File: src/rtl/tick_timer_pkg.sv
package tick_timer_pkg;
  // Word indices (byte address bits 3:2); software decodes these.
  localparam int unsigned IDX_CTRL    = 0;
  localparam int unsigned IDX_RELOAD  = 1;
  localparam int unsigned IDX_CURRENT = 2;
  localparam int unsigned IDX_CALIB   = 3;

  // Control field positions, fixed because software decodes them.
  localparam int unsigned BIT_RUN   = 0;
  localparam int unsigned BIT_IRQEN = 1;
  localparam int unsigned BIT_SRC   = 2;
  localparam int unsigned BIT_FLAG  = 16;

  typedef struct packed {
    logic src_core;  // 1: step every clock, 0: step on reference enable
    logic irq_en;    // gate for the request line only
    logic run;       // counter steps only when set
  } ctrl_t;
endpackage

File: src/rtl/tick_step_gen.sv
module tick_step_gen #(
  parameter int unsigned REF_SYNC_STAGES = 0
) (
  input  logic clk,
  input  logic rst,
  input  logic run,
  input  logic src_core,
  input  logic ref_tick_en,
  output logic step
);
  logic ref_q;

  generate
    if (REF_SYNC_STAGES == 0) begin : g_direct
      assign ref_q = ref_tick_en;
    end else begin : g_sync
      logic [REF_SYNC_STAGES-1:0] sync_q;
      always_ff @(posedge clk) begin
        if (rst) sync_q <= '0;
        else     sync_q <= {sync_q[REF_SYNC_STAGES-2:0], ref_tick_en};
      end
      assign ref_q = sync_q[REF_SYNC_STAGES-1];
    end
  endgenerate

  always_comb step = run && (src_core || ref_q);
endmodule

File: src/rtl/tick_counter.sv
module tick_counter #(
  parameter int unsigned CNT_W = 24
) (
  input  logic             clk,
  input  logic             rst,
  input  logic             step,
  input  logic             clear,
  input  logic [CNT_W-1:0] reload,
  input  logic             irq_en,
  output logic [CNT_W-1:0] count,
  output logic             wrap,
  output logic             irq
);
  localparam logic [CNT_W-1:0] ONE = CNT_W'(1);

  logic [CNT_W-1:0] count_q;
  logic             irq_q;

  always_comb wrap = step && !clear && (count_q == ONE);

  always_ff @(posedge clk) begin
    if (rst) begin
      count_q <= '0;
      irq_q   <= 1'b0;
    end else begin
      irq_q <= wrap && irq_en;
      if (clear)
        count_q <= '0;
      else if (step)
        count_q <= (count_q == '0) ? reload : count_q - ONE;
    end
  end

  assign count = count_q;
  assign irq   = irq_q;


  irq_pulse_chk: assert property (@(posedge clk) disable iff (rst)
    irq_q |=> !irq_q);

  irq_gate_chk: assert property (@(posedge clk) disable iff (rst)
    (wrap && !irq_en) |=> !irq_q);

  clear_zero_chk: assert property (@(posedge clk) disable iff (rst)
    clear |=> (count_q == '0));

  hold_chk: assert property (@(posedge clk) disable iff (rst)
    (!step && !clear) |=> $stable(count_q));

  decrement_chk: assert property (@(posedge clk) disable iff (rst)
    (step && !clear && count_q != '0) |=> (count_q == $past(count_q) - ONE));

  reload_load_chk: assert property (@(posedge clk) disable iff (rst)
    (step && !clear && count_q == '0) |=> (count_q == $past(reload)));
endmodule

File: src/rtl/tick_regs.sv
module tick_regs
  import tick_timer_pkg::*;
#(
  parameter int unsigned ADDR_W      = 4,
  parameter int unsigned DATA_W      = 32,
  parameter int unsigned CNT_W       = 24,
  parameter logic [31:0] CALIB_VALUE = 32'h0000_0F9F
) (
  input  logic              clk,
  input  logic              rst,
  input  logic [ADDR_W-1:0] bus_addr,
  input  logic              bus_wr,
  input  logic              bus_rd,
  input  logic [DATA_W-1:0] bus_wdata,
  input  logic [CNT_W-1:0]  count,
  input  logic              wrap,
  output ctrl_t             ctrl,
  output logic [CNT_W-1:0]  reload,
  output logic              clear,
  output logic [DATA_W-1:0] bus_rdata
);
  localparam int unsigned IDX_LSB = 2;
  localparam int unsigned IDX_W   = 2;

  logic [IDX_W-1:0]  idx;
  logic              hit;
  logic              wr_ctrl, wr_reload, rd_ctrl;
  ctrl_t             ctrl_q;
  logic [CNT_W-1:0]  reload_q;
  logic              flag_q;
  logic [DATA_W-1:0] rd_mux, rdata_q;

  always_comb begin
    idx = bus_addr[IDX_LSB +: IDX_W];
    hit = ((bus_addr >> (IDX_LSB + IDX_W)) == '0);
  end

  always_comb begin
    wr_ctrl   = bus_wr && hit && (idx == IDX_W'(IDX_CTRL));
    wr_reload = bus_wr && hit && (idx == IDX_W'(IDX_RELOAD));
    clear     = bus_wr && hit && (idx == IDX_W'(IDX_CURRENT));
    rd_ctrl   = bus_rd && hit && (idx == IDX_W'(IDX_CTRL));
  end

  always_ff @(posedge clk) begin
    if (rst) begin
      ctrl_q   <= '0;
      reload_q <= '0;
    end else begin
      if (wr_ctrl) begin
        ctrl_q.run      <= bus_wdata[BIT_RUN];
        ctrl_q.irq_en   <= bus_wdata[BIT_IRQEN];
        ctrl_q.src_core <= bus_wdata[BIT_SRC];
      end
      if (wr_reload) reload_q <= bus_wdata[CNT_W-1:0];
    end
  end

  // A new wrap wins over a clearing read in the same cycle.
  always_ff @(posedge clk) begin
    if (rst)                   flag_q <= 1'b0;
    else if (wrap)             flag_q <= 1'b1;
    else if (rd_ctrl || clear) flag_q <= 1'b0;
  end

  always_comb begin
    rd_mux = '0;
    if (hit) begin
      case (idx)
        IDX_W'(IDX_CTRL): begin
          rd_mux[BIT_RUN]   = ctrl_q.run;
          rd_mux[BIT_IRQEN] = ctrl_q.irq_en;
          rd_mux[BIT_SRC]   = ctrl_q.src_core;
          rd_mux[BIT_FLAG]  = flag_q;
        end
        IDX_W'(IDX_RELOAD):  rd_mux[CNT_W-1:0] = reload_q;
        IDX_W'(IDX_CURRENT): rd_mux[CNT_W-1:0] = count;
        default:             rd_mux = DATA_W'(CALIB_VALUE);
      endcase
    end
  end

  always_ff @(posedge clk) begin
    if (rst)         rdata_q <= '0;
    else if (bus_rd) rdata_q <= rd_mux;
  end

  assign ctrl      = ctrl_q;
  assign reload    = reload_q;
  assign bus_rdata = rdata_q;


  flag_set_chk: assert property (@(posedge clk) disable iff (rst)
    wrap |=> flag_q);

  flag_read_clear_chk: assert property (@(posedge clk) disable iff (rst)
    (rd_ctrl && !wrap) |=> !flag_q);

  flag_write_clear_chk: assert property (@(posedge clk) disable iff (rst)
    (clear && !wrap) |=> !flag_q);

  calib_read_chk: assert property (@(posedge clk) disable iff (rst)
    (bus_rd && hit && idx == IDX_W'(IDX_CALIB)) |=> (bus_rdata == DATA_W'(CALIB_VALUE)));
endmodule

File: src/rtl/tick_timer.sv
module tick_timer
  import tick_timer_pkg::*;
#(
  parameter int unsigned ADDR_W          = 4,
  parameter int unsigned DATA_W          = 32,
  parameter int unsigned CNT_W           = 24,
  parameter int unsigned REF_SYNC_STAGES = 0,
  parameter logic [31:0] CALIB_VALUE     = 32'h0000_0F9F
) (
  input  logic              clk,
  input  logic              rst,
  input  logic [ADDR_W-1:0] bus_addr,
  input  logic              bus_wr,
  input  logic              bus_rd,
  input  logic [DATA_W-1:0] bus_wdata,
  output logic [DATA_W-1:0] bus_rdata,
  input  logic              ref_tick_en,
  output logic              irq
);
  ctrl_t            ctrl;
  logic [CNT_W-1:0] reload, count;
  logic             clear, wrap, step;

  tick_regs #(
    .ADDR_W(ADDR_W), .DATA_W(DATA_W), .CNT_W(CNT_W), .CALIB_VALUE(CALIB_VALUE)
  ) u_regs (
    .clk(clk), .rst(rst), .bus_addr(bus_addr), .bus_wr(bus_wr), .bus_rd(bus_rd),
    .bus_wdata(bus_wdata), .count(count), .wrap(wrap), .ctrl(ctrl),
    .reload(reload), .clear(clear), .bus_rdata(bus_rdata)
  );

  tick_step_gen #(.REF_SYNC_STAGES(REF_SYNC_STAGES)) u_step (
    .clk(clk), .rst(rst), .run(ctrl.run), .src_core(ctrl.src_core),
    .ref_tick_en(ref_tick_en), .step(step)
  );

  tick_counter #(.CNT_W(CNT_W)) u_cnt (
    .clk(clk), .rst(rst), .step(step), .clear(clear), .reload(reload),
    .irq_en(ctrl.irq_en), .count(count), .wrap(wrap), .irq(irq)
  );
endmodule

File: config.mk
export PLATFORM = sky130hd
export DESIGN_NAME = tick_timer
export DESIGN_NICKNAME = d
export VERILOG_FILES = /design/src/rtl/tick_timer_pkg.sv /design/src/rtl/tick_step_gen.sv /design/src/rtl/tick_counter.sv /design/src/rtl/tick_regs.sv /design/src/rtl/tick_timer.sv
export SDC_FILE = /design/constraint.sdc
export NUM_CORES = 1
export LEC_CHECK = 0
export BUFFER_PORTS_ARGS = -buffer_cell sky130_fd_sc_hd__clkbuf_2
export CAP_MARGIN = 20
export CORE_MARGIN = 3
export CORE_UTILIZATION = 60
export CTS_CLUSTER_SIZE = 24
export DETAILED_ROUTE_END_ITERATION = 16
export HOLD_SLACK_MARGIN = 0.1
export PLACE_DENSITY_LB_ADDON = 0.15
export REMOVE_ABC_BUFFERS = 1
export SYNTH_ARGS = -nofsm -noshare
export SYNTH_HDL_FRONTEND = slang
export SYNTH_HIERARCHICAL = 1
export SYNTH_SLANG_ARGS = --single-unit
File: constraint.sdc
create_clock -name clk -period 6.5 [get_ports clk]
set_clock_uncertainty 0.05 [all_clocks]
set_input_delay 0.325 -clock clk [delete_from_list [all_inputs] [get_ports clk]]
set_output_delay 0.325 -clock clk [all_outputs]
set_load 0.005 [all_outputs]
==> results.ini, run 1 <==
[run_status]
status = finished clean

[yosys]
syn_area_sq_um = 3920
synthSimpleGateAreaFrac_pct = 24.0
async_flop_share_pct = 0
synthDominantAreaCellType = dfxtp_1
synth_xor_area_share_pct = 0
syn_inst = 485
synth_top_family_by_area = compound AO/OA/AOI/OAI gates
synthTopCellsByCount = nand2_1 (79), dfxtp_1 (77), a21oi_1 (60), nor2_1 (39)
synth-seq-area-share_pct = 39.3
ys.flop_type = dfxtp_1
synth_top_area_share_pct = 39.3
synth_warnings = 6
yosysUniqueCellTypes = 55
synth_most_common_cell = nand2_1
postSynthRegisterBits = 77
avgSynthCellArea_sq_um = 8.09
synth_compound_area_share_pct = 25.2
synth_edf_count = 0
synthAdderAreaFrac_pct = 2.23
synthMuxAreaShare_pct = 1.02
synth_area_leaders = dfxtp_1 (39%), a21oi_1 (7.7%), nand2_1 (7.6%)

[place]
globalplace.congestion = 0.832
place_ws_ns = 3.66
dp_cells = 582
dpl.hpwl_mm = 5.91
io_buffer_count = 55

[pwr]
leakage_uw = 0.00170
p_clk_share_pct = 39.5
combPwrFrac_pct = 15.7
p_int_uw = 810
p_sw_uw = 292
ir_drop_mv = 0.182
p_seq_share_pct = 44.8
power_density_nw_per_um2 = 256
power.share.switching_pct = 26.5

[sta]
hold_viol = 0
finalCritPeriodShare_pct = 39.6
rsz0062_at_grt = false
fin_crit_ns = 2.58
tightest_slew_ns = 1.09
setup_ws_ns = 3.92
slew_violations = 0
timing.fmax_mhz = 388
setup-violations-final = 0
relSlewSlack_pct = 27.5
setup_tns_ns = 0

[critical_path]
worstPathCellList = nor4_2 > nand4_1 > nor2_1 > buf_4 > nor3_1 > a211oi_1
worstPathRequired_ns = 6.72
critical_path_arrival_ns = 2.79
crit_fanout = 9
slowest_delay_ns = 0.61
criticalPathCategory = reg -> reg
worst_setup_path_start_kind = flop
cpMaxStageDelayCell = nor4_2
critPathCaptureType = flop

[global_routing]
grt_overflow_total = 0
track_usage_pct = 25.9
grt_pass1_vias = 3399
antenna_found_initial = 0
grt_max_degree = 56
grt_pass1_wl_mm = 15.8

[die]
start_util_pct = 64.0
die_w_microns = 86.8
core_sq_um = 6130
die_h_microns = 86.8
num_rows = 28
die-area_sq_um = 7540
io-pin-count = 74

[final_layout]
final_nets = 567
utilization_pct = 70.1
layout.cells.non_filler = 599
multi_input_area_sq_um = 2090
layout-drive-gt1-share_pct = 17.0
fill_cells = 534
register_area_sq_um = 1540
area_growth_pct = 9.67
diodes = 0

[clock_tree]
cts_hold_buf = 0
h-tree-depth = 3
post_cts_buffers = 0
cts_made_buffers = 9
post_cts_resized = 0
clock_path_buffers = 2
clockRootBuffer = clkbuf_8
cts.sinks = 77
worstSkewPairLatency_ns = 0.34
cts_tree = done
clk_pin_slew_ns = 0.08

[route]
drc = 0
vias = 3704
drt_iter0_drc = 303
wire_per_inst_microns = 16.0
routed_wl_mm = 9.60
ant_nets = 0
viasPerCell = 6.18
firstDrtPassIters = 5

[min_path]
hold_class = in -> reg

[job]
cap_violations = 0

[power groups by stage]
stage	clock, uW	combinational [uW]	sequential, uW
2_1_floorplan	0	109	503
3_3_place_gp	0	160	505
3_5_place_dp	0	165	505
4_1_cts	439	167	494
5_1_grt	465	190	496
6_report	435	173	494
[through the flow]
stage / power [uW] / hold WS (ns) / instance area, sq um
CTS: 1100 / 0.132 / 4290
floorplan: 612 / 0.337 / 3650
global placement: 665 / 0.405 / 4050
finish: 1100 / 0.142 / 4300
detailed placement: 670 / 0.412 / 4050
global route: 1150 / 0.144 / 4300
[cells by family (layout without fill, tap and decap cells)]
group	Yosys count	after routing
other cells	1	8
mux	4	4
compound gates	153	153
buf+inv	51	83
flops	77	77
simple gates	192	192
fa+ha+maj	7	7
[registers in the layout, indices dropped and copies added, names as in the netlist]
| register | flops |
|---|---|
| u_cnt/count | 24 |
| u_regs/bus_rdata | 24 |
| u_regs/reload | 24 |
| u_regs/ctrl | 3 |
| u_cnt/irq | 1 |
| u_regs/flag_q | 1 |
[cells in the final DEF (no fill, tap or decap), types with 7 or more instances in the layout]
master and count:
nand2_1 79, dfxtp_1 77, a21oi_1 60, clkbuf_2 55
nor2_1 39, o21ai_0 14, a211oi_1 14, a22o_1 13
nor3_1 12, nor2b_1 12, a22oi_1 11, clkbuf_8 10
nand3_1 9, o22ai_1 9, conb_1 8, inv_1 7
ha_1 7
[critical path: cells and delay by family, from the launching register on]
| kind | cells | cell delay [ns] |
|---|---|---|
| buf+inv | 1 | 0.29 |
| simple gates | 4 | 1.58 |
| compound gates | 1 | 0.20 |
| flops | 1 | 0.39 |
[path summary, 6_finish.rpt]
kind,endpoint,slack (ns),cells after the start,from
worst max-delay path,u_cnt/count[7],3.92,6,u_cnt/count[9]
worst min-delay path,u_regs/reload[6],0.14,3,bus_wdata[6]
worst max register to register,u_cnt/count[7],3.92,6,u_cnt/count[9]
worst min register to register,u_regs/bus_rdata[16],0.42,2,u_regs/bus_rdata[16]
[layout make-up]
class / instances / area share [%]
multi-input combinational: 364 / 48.5
sequential: 77 / 35.8
timing repair buffer: 60 / 7.27
clock buffer: 12 / 3.38
clock inverter: 4 / 2.21
tap: 75 / 2.18
inverter: 7 / 0.611
[metal layers]
layer  routed length (microns)  GRT usage, %  vias to the layer above
met4                       116          9.49                        0
met1                      4320          34.5                     1756
li1                          -             -                     1798
met2                      4500          41.7                      140
met3                       654          4.75                       10
met5                         0             0                        -
No activity file was read; power rests on OpenSTA's default activity.
==> run 2: changes to the inputs <==
--- a/config.mk
+++ b/config.mk
@@ -8,7 +8,7 @@
 export BUFFER_PORTS_ARGS = -buffer_cell sky130_fd_sc_hd__clkbuf_2
 export CAP_MARGIN = 20
 export CORE_MARGIN = 3
-export CORE_UTILIZATION = 60
+export CORE_UTILIZATION = 55
 export CTS_CLUSTER_SIZE = 24
 export DETAILED_ROUTE_END_ITERATION = 16
 export HOLD_SLACK_MARGIN = 0.1
==> constraint.sdc (replaced) <==
create_clock -name clk -period 2.4 [get_ports clk]
set_clock_uncertainty 0.05 [all_clocks]
set_input_delay 0.12 -clock clk [delete_from_list [all_inputs] [get_ports clk]]
set_output_delay 0.12 -clock clk [all_outputs]
set_load 0.005 [all_outputs]
==> results.ini, run 2 (synthesized netlist as in run 1, its figures left out) <==
[run_status]
status = finished clean

[clock_tree]
cts_tree = done
cts_hold_buf = 25  ; +25
clk_pin_slew_ns = 0.08  ; about the same
worstSkewPairLatency_ns = 0.35  ; about the same
h-tree-depth = 3  ; unchanged
post_cts_resized = 0  ; unchanged
clockRootBuffer = clkbuf_8
cts.sinks = 77  ; unchanged
cts_made_buffers = 9  ; unchanged
clock_path_buffers = 2  ; unchanged
post_cts_buffers = 0  ; unchanged

[final_layout]
layout.cells.non_filler = 663  ; +11%
layout_common_cells = nand2_1 (79), dfxtp_1 (77), a21oi_1 (60)
utilization_pct = 68.4  ; -1.8 points
area_growth_pct = 19.8
diodes = 0  ; unchanged
layout-drive-gt1-share_pct = 19.0  ; +2.1 points
final_nets = 610  ; +7.6%
layout_commonest_cell = nand2_1

[die]
io-pin-count = 74  ; unchanged
die-area_sq_um = 8180  ; +8.5%
num_rows = 30  ; +7.1%
core_sq_um = 6870  ; +12%
die_w_microns = 90.4  ; +4.1%
start_util_pct = 57.1  ; -6.9 points
die_h_microns = 90.4  ; +4.1%

[critical_path]
crit_fanout = 5  ; -4
cp_num_buf_inv = 2  ; +1
worstPathCellList = inv_1 > ha_1 > or4b_2 > buf_4 > or4_1 > a21oi_1 > o22ai_1
critical_path_arrival_ns = 2.45  ; -0.34 ns
slowest_delay_ns = 0.63  ; +0.02 ns
criticalPathCategory = reg -> reg
worstPathRequired_ns = 2.56  ; -4.16 ns
critPathCaptureType = flop
worst_setup_path_start_kind = flop
cpMaxStageDelayCell = or4b_2
critPathTopFamily = simple AND/OR/NAND/NOR gates

[pwr]
ir_drop_mv = 0.336  ; +85%
power_density_nw_per_um2 = 633  ; +150%
leakage_uw = 0.00188  ; +11%

[sta]
tightest_slew_ns = 0.641  ; -0.447 ns
setup-violations-final = 0  ; unchanged
rsz0062_at_grt = false
finalCritPeriodShare_pct = 95.3  ; +56 points
relSlewSlack_pct = 57.3  ; +30 points
fin_crit_ns = 2.29  ; -0.289 ns
slew_violations = 0  ; unchanged
hold_viol = 0  ; unchanged
timing.fmax_mhz = 437  ; +13%
setup_tns_ns = 0  ; unchanged

[place]
dp_cells = 622  ; +6.9%
io_buffer_count = 55  ; unchanged
globalplace.congestion = 0.884  ; +6.3%
dpl.hpwl_mm = 6.62  ; +12%

[route]
ant_nets = 0  ; unchanged
wire_per_inst_microns = 15.5  ; -3.3%
viasPerCell = 5.73  ; -7.3%
routed_wl_mm = 10.3  ; +7.1%
firstDrtPassIters = 5  ; unchanged
drt_iter0_drc = 214  ; -29%
drc = 0  ; unchanged
vias = 3802  ; +2.6%

[global_routing]
grt_pass1_wl_mm = 17.3  ; +9.5%
track_usage_pct = 25.7  ; -0.15 points
grt_overflow_total = 0  ; unchanged
grt_max_degree = 54  ; -3.6%
grt_pass1_vias = 3603  ; +6.0%
antenna_found_initial = 0  ; unchanged

[min_path]
hold_class = in -> reg

[job]
cap_violations = 0  ; unchanged

-- run 2: changes by cell type in the layout (fill, tap and decap cells not counted), sizes merged --
cell,previous run,this run
clkinv,1,2
dlygate4sd3,0,25
buf,5,23
bufinv,3,2
-- run 2: report_power, final --
part	leakage, uW	switching, uW	internal, uW	total [uW]
Combinational	0.00114	313	225	538
Sequential	0.000625	27.7	1310	1340
Clock	0.000116	460	640	1100
Total	0.00188	801	2170	2980
-- run 2: final timing paths --
path / startpoint / end / slack, ns / cells after the start
worst max-delay path: u_cnt/count[0] / u_cnt/count[8] / 0.11 / 7
worst min-delay path: rst / u_cnt/count[13] / 0.15 / 4
worst max register to register: u_cnt/count[0] / u_cnt/count[8] / 0.11 / 7
worst min register to register: u_regs/bus_rdata[16] / u_regs/bus_rdata[16] / 0.42 / 2
-- run 2: layer usage --
metal	part of all wire, %	global-route usage, %
met3	6.7	5.50
met2	46	41.0
met1	46	34.8
met5	0	0
met4	0.77	8.42
-- run 2: cell type report --
type | count | area [sq um]
flip-flops and latches | 77 | 1540
fillers | 583 | 2170
repair buffers | 103 | 698
inverters | 7 | 26.3
clock buffers | 12 | 155
clock inverters | 4 | 70.1
multi-input cells | 364 | 2090
well taps | 96 | 120
-- run 2: stage by stage --
stage	hold slack [ns]	instance area, sq um	setup slack [ns]	power [uW]
final	0.152	4700	0.113	2980
after global routing	0.164	4700	0.0131	3110
after CTS	0.130	4700	0.157	2980
after detailed placement	0.300	4220	0.170	1860
after global placement	0.293	4220	0.207	1850
after floorplan	0.132	3650	0.156	1660
-- run 2: tightest hold or removal path, cell delays in order --
cell      delay, ns
clkbuf_2       0.12
nor2_1         0.11
nand2_1        0.09
o22ai_1        0.06
==> run 3: changes to the inputs <==
==> constraint.sdc (replaced) <==
create_clock -name clk -period 2.4 [get_ports clk]
set_clock_uncertainty 0.05 [all_clocks]
set_input_delay 0 -clock clk [delete_from_list [all_inputs] [get_ports clk]]
set_output_delay 0 -clock clk [all_outputs]
set_load 0.005 [all_outputs]
==> results.ini, run 3 (synthesized netlist as in run 1, its figures left out) <==
[die]
start_util_pct = 57.1  ; unchanged
num_rows = 30  ; unchanged
die_h_microns = 90.4  ; unchanged
core_sq_um = 6870  ; unchanged
die_w_microns = 90.4  ; unchanged
io-pin-count = 74  ; unchanged
die-area_sq_um = 8180  ; unchanged

[clock_tree]
worstSkewPairLatency_ns = 0.35  ; about the same
cts_tree = done
h-tree-depth = 3  ; unchanged
post_cts_buffers = 0  ; unchanged
clockRootBuffer = clkbuf_8
clock_path_buffers = 2  ; unchanged
cts.sinks = 77  ; unchanged
clk_pin_slew_ns = 0.08  ; about the same
cts_made_buffers = 9  ; unchanged

[final_layout]
layout_commonest_cell = nand2_1
finish.instance_area_sq_um = 4730  ; +0.64%
layout-drive-gt1-share_pct = 19.1  ; +0.042 points
layout_common_cells = nand2_1 (79), dfxtp_1 (77), a21oi_1 (60)
final_nets = 614  ; +0.66%
diodes = 0  ; unchanged
area_growth_pct = 20.5

[sta]
slew_violations = 0  ; unchanged
setup-violations-final = 0  ; unchanged
hold_viol = 0  ; unchanged
relSlewSlack_pct = 55.7  ; -1.6 points
tightest_slew_ns = 0.665  ; +0.0242 ns
finalCritPeriodShare_pct = 96.9  ; +1.6 points
setup_ws_ns = 0.0752  ; -0.0375 ns
setup_tns_ns = 0  ; unchanged
rsz0062_at_grt = false
fin_crit_ns = 2.32  ; +0.0375 ns
timing.fmax_mhz = 430  ; -1.6%

[job]
cap_violations = 0  ; unchanged

[pwr]
p_int_uw = 2160  ; -0.74%
leakage_uw = 0.00190  ; +0.58%
combPwrFrac_pct = 18.4  ; +0.3 points
power.share.switching_pct = 27.2  ; +0.24 points
p_seq_share_pct = 45.1  ; +0.2 points
p_clk_share_pct = 36.5  ; -0.5 points
ir_drop_mv = 0.330  ; -2.0%
p_sw_uw = 805  ; +0.47%
power_density_nw_per_um2 = 627  ; -1.0%

[critical_path]
critical_path_arrival_ns = 2.55  ; +0.10 ns
crit_fanout = 5  ; unchanged
worst_setup_path_start_kind = flop
critPathCaptureType = flop
r2r_start = u_cnt/count[0]
worstPathRequired_ns = 2.63  ; +0.07 ns
crit_start = u_cnt/count[0]
criticalPathCategory = reg -> reg

[route]
routed_wl_mm = 10.2  ; -1.1%
viasPerCell = 5.76  ; +0.37%
firstDrtPassIters = 5  ; unchanged
drt_iter0_drc = 212  ; -0.93%
vias = 3839  ; +0.97%
ant_nets = 0  ; unchanged
wire_per_inst_microns = 15.2  ; -1.7%
drc = 0  ; unchanged

[global_routing]
track_usage_pct = 25.0  ; -0.70 points
grt_pass1_vias = 3602  ; -0.028%
grt.busiest_layer = met2
grt_max_degree = 54  ; unchanged
grt_pass1_wl_mm = 17.0  ; -1.7%
grt_util_met3_pct = 5.25  ; -0.25 points
grt_util_met2_pct = 39.3  ; -1.7 points
grt_overflow_total = 0  ; unchanged
antenna_found_initial = 0  ; unchanged
use_met1_pct = 34.2  ; -0.59 points

[run_status]
status = finished clean

[place]
placed_area_sq_um = 4240  ; +0.36%
dpl.hpwl_mm = 6.67  ; +0.77%
globalplace.congestion = 0.929  ; +5.0%
place_ws_ns = 0.0603  ; -0.110 ns
io_buffer_count = 55  ; unchanged

[min_path]
hold_class = in -> reg
hp-start = ref_tick_en

-- run 3: worst paths after layout --
check                           cells past startpoint  slack (ns)                    to
worst min register to register                      2        0.42  u_regs/bus_rdata[16]
worst max-delay path                                7        0.08       u_cnt/count[12]
worst max register to register                      7        0.08       u_cnt/count[12]
worst min-delay path                                4        0.27       u_cnt/count[11]
-- run 3: power groups by stage --
stage / logic (uW) / clock network, uW / registers [uW]
floorplan: 296 / 0 / 1360
global placement: 491 / 0 / 1370
detailed placement: 498 / 0 / 1370
CTS: 534 / 1100 / 1340
global route: 597 / 1150 / 1340
finish: 545 / 1080 / 1340
-- run 3: per-stage QoR --
stage,instances,power [uW],utilization [%],hold slack (ns)
floorplan,448,1660,-,0.0124
global placement,624,1860,61.7,0.173
finish,667,2960,68.8,0.273
CTS,667,2970,68.8,0.253
global route,667,3090,68.8,0.294
detailed placement,624,1860,61.7,0.180
-- run 3: what timing repair did --
action / in CTS / in global routing
hold endpoints to repair: 48 / 0
hold buffers: 27 / 0
endpoints found under the setup margin: 0 / 1
gates resized for setup: 0 / 1
-- run 3: area by class of cell --
| type | instances | area [sq um] |
|---|---|---|
| well taps | 96 | 120 |
| flip-flops and latches | 77 | 1540 |
| repair buffers | 107 | 733 |
| inverters | 7 | 26.3 |
| fillers | 598 | 2140 |
| clock buffers | 13 | 149 |
| multi-input cells | 364 | 2090 |
| clock inverters | 3 | 68.8 |
-- run 3: critical path, cell delays in order, from the launching register on --
cell     delay [ns]
dfxtp_1        0.32
inv_1          0.11
ha_1           0.23
or4b_2         0.69
nor2_2         0.19
nand2_1        0.09
or4_1          0.42
a31oi_1        0.18
-- run 3: layer usage --
layer / vias to the layer above / share of wire, %
met5: - / 0
met4: 0 / 1.3
met3: 16 / 6.1
met2: 131 / 46
met1: 1805 / 47
li1: 1887 / -
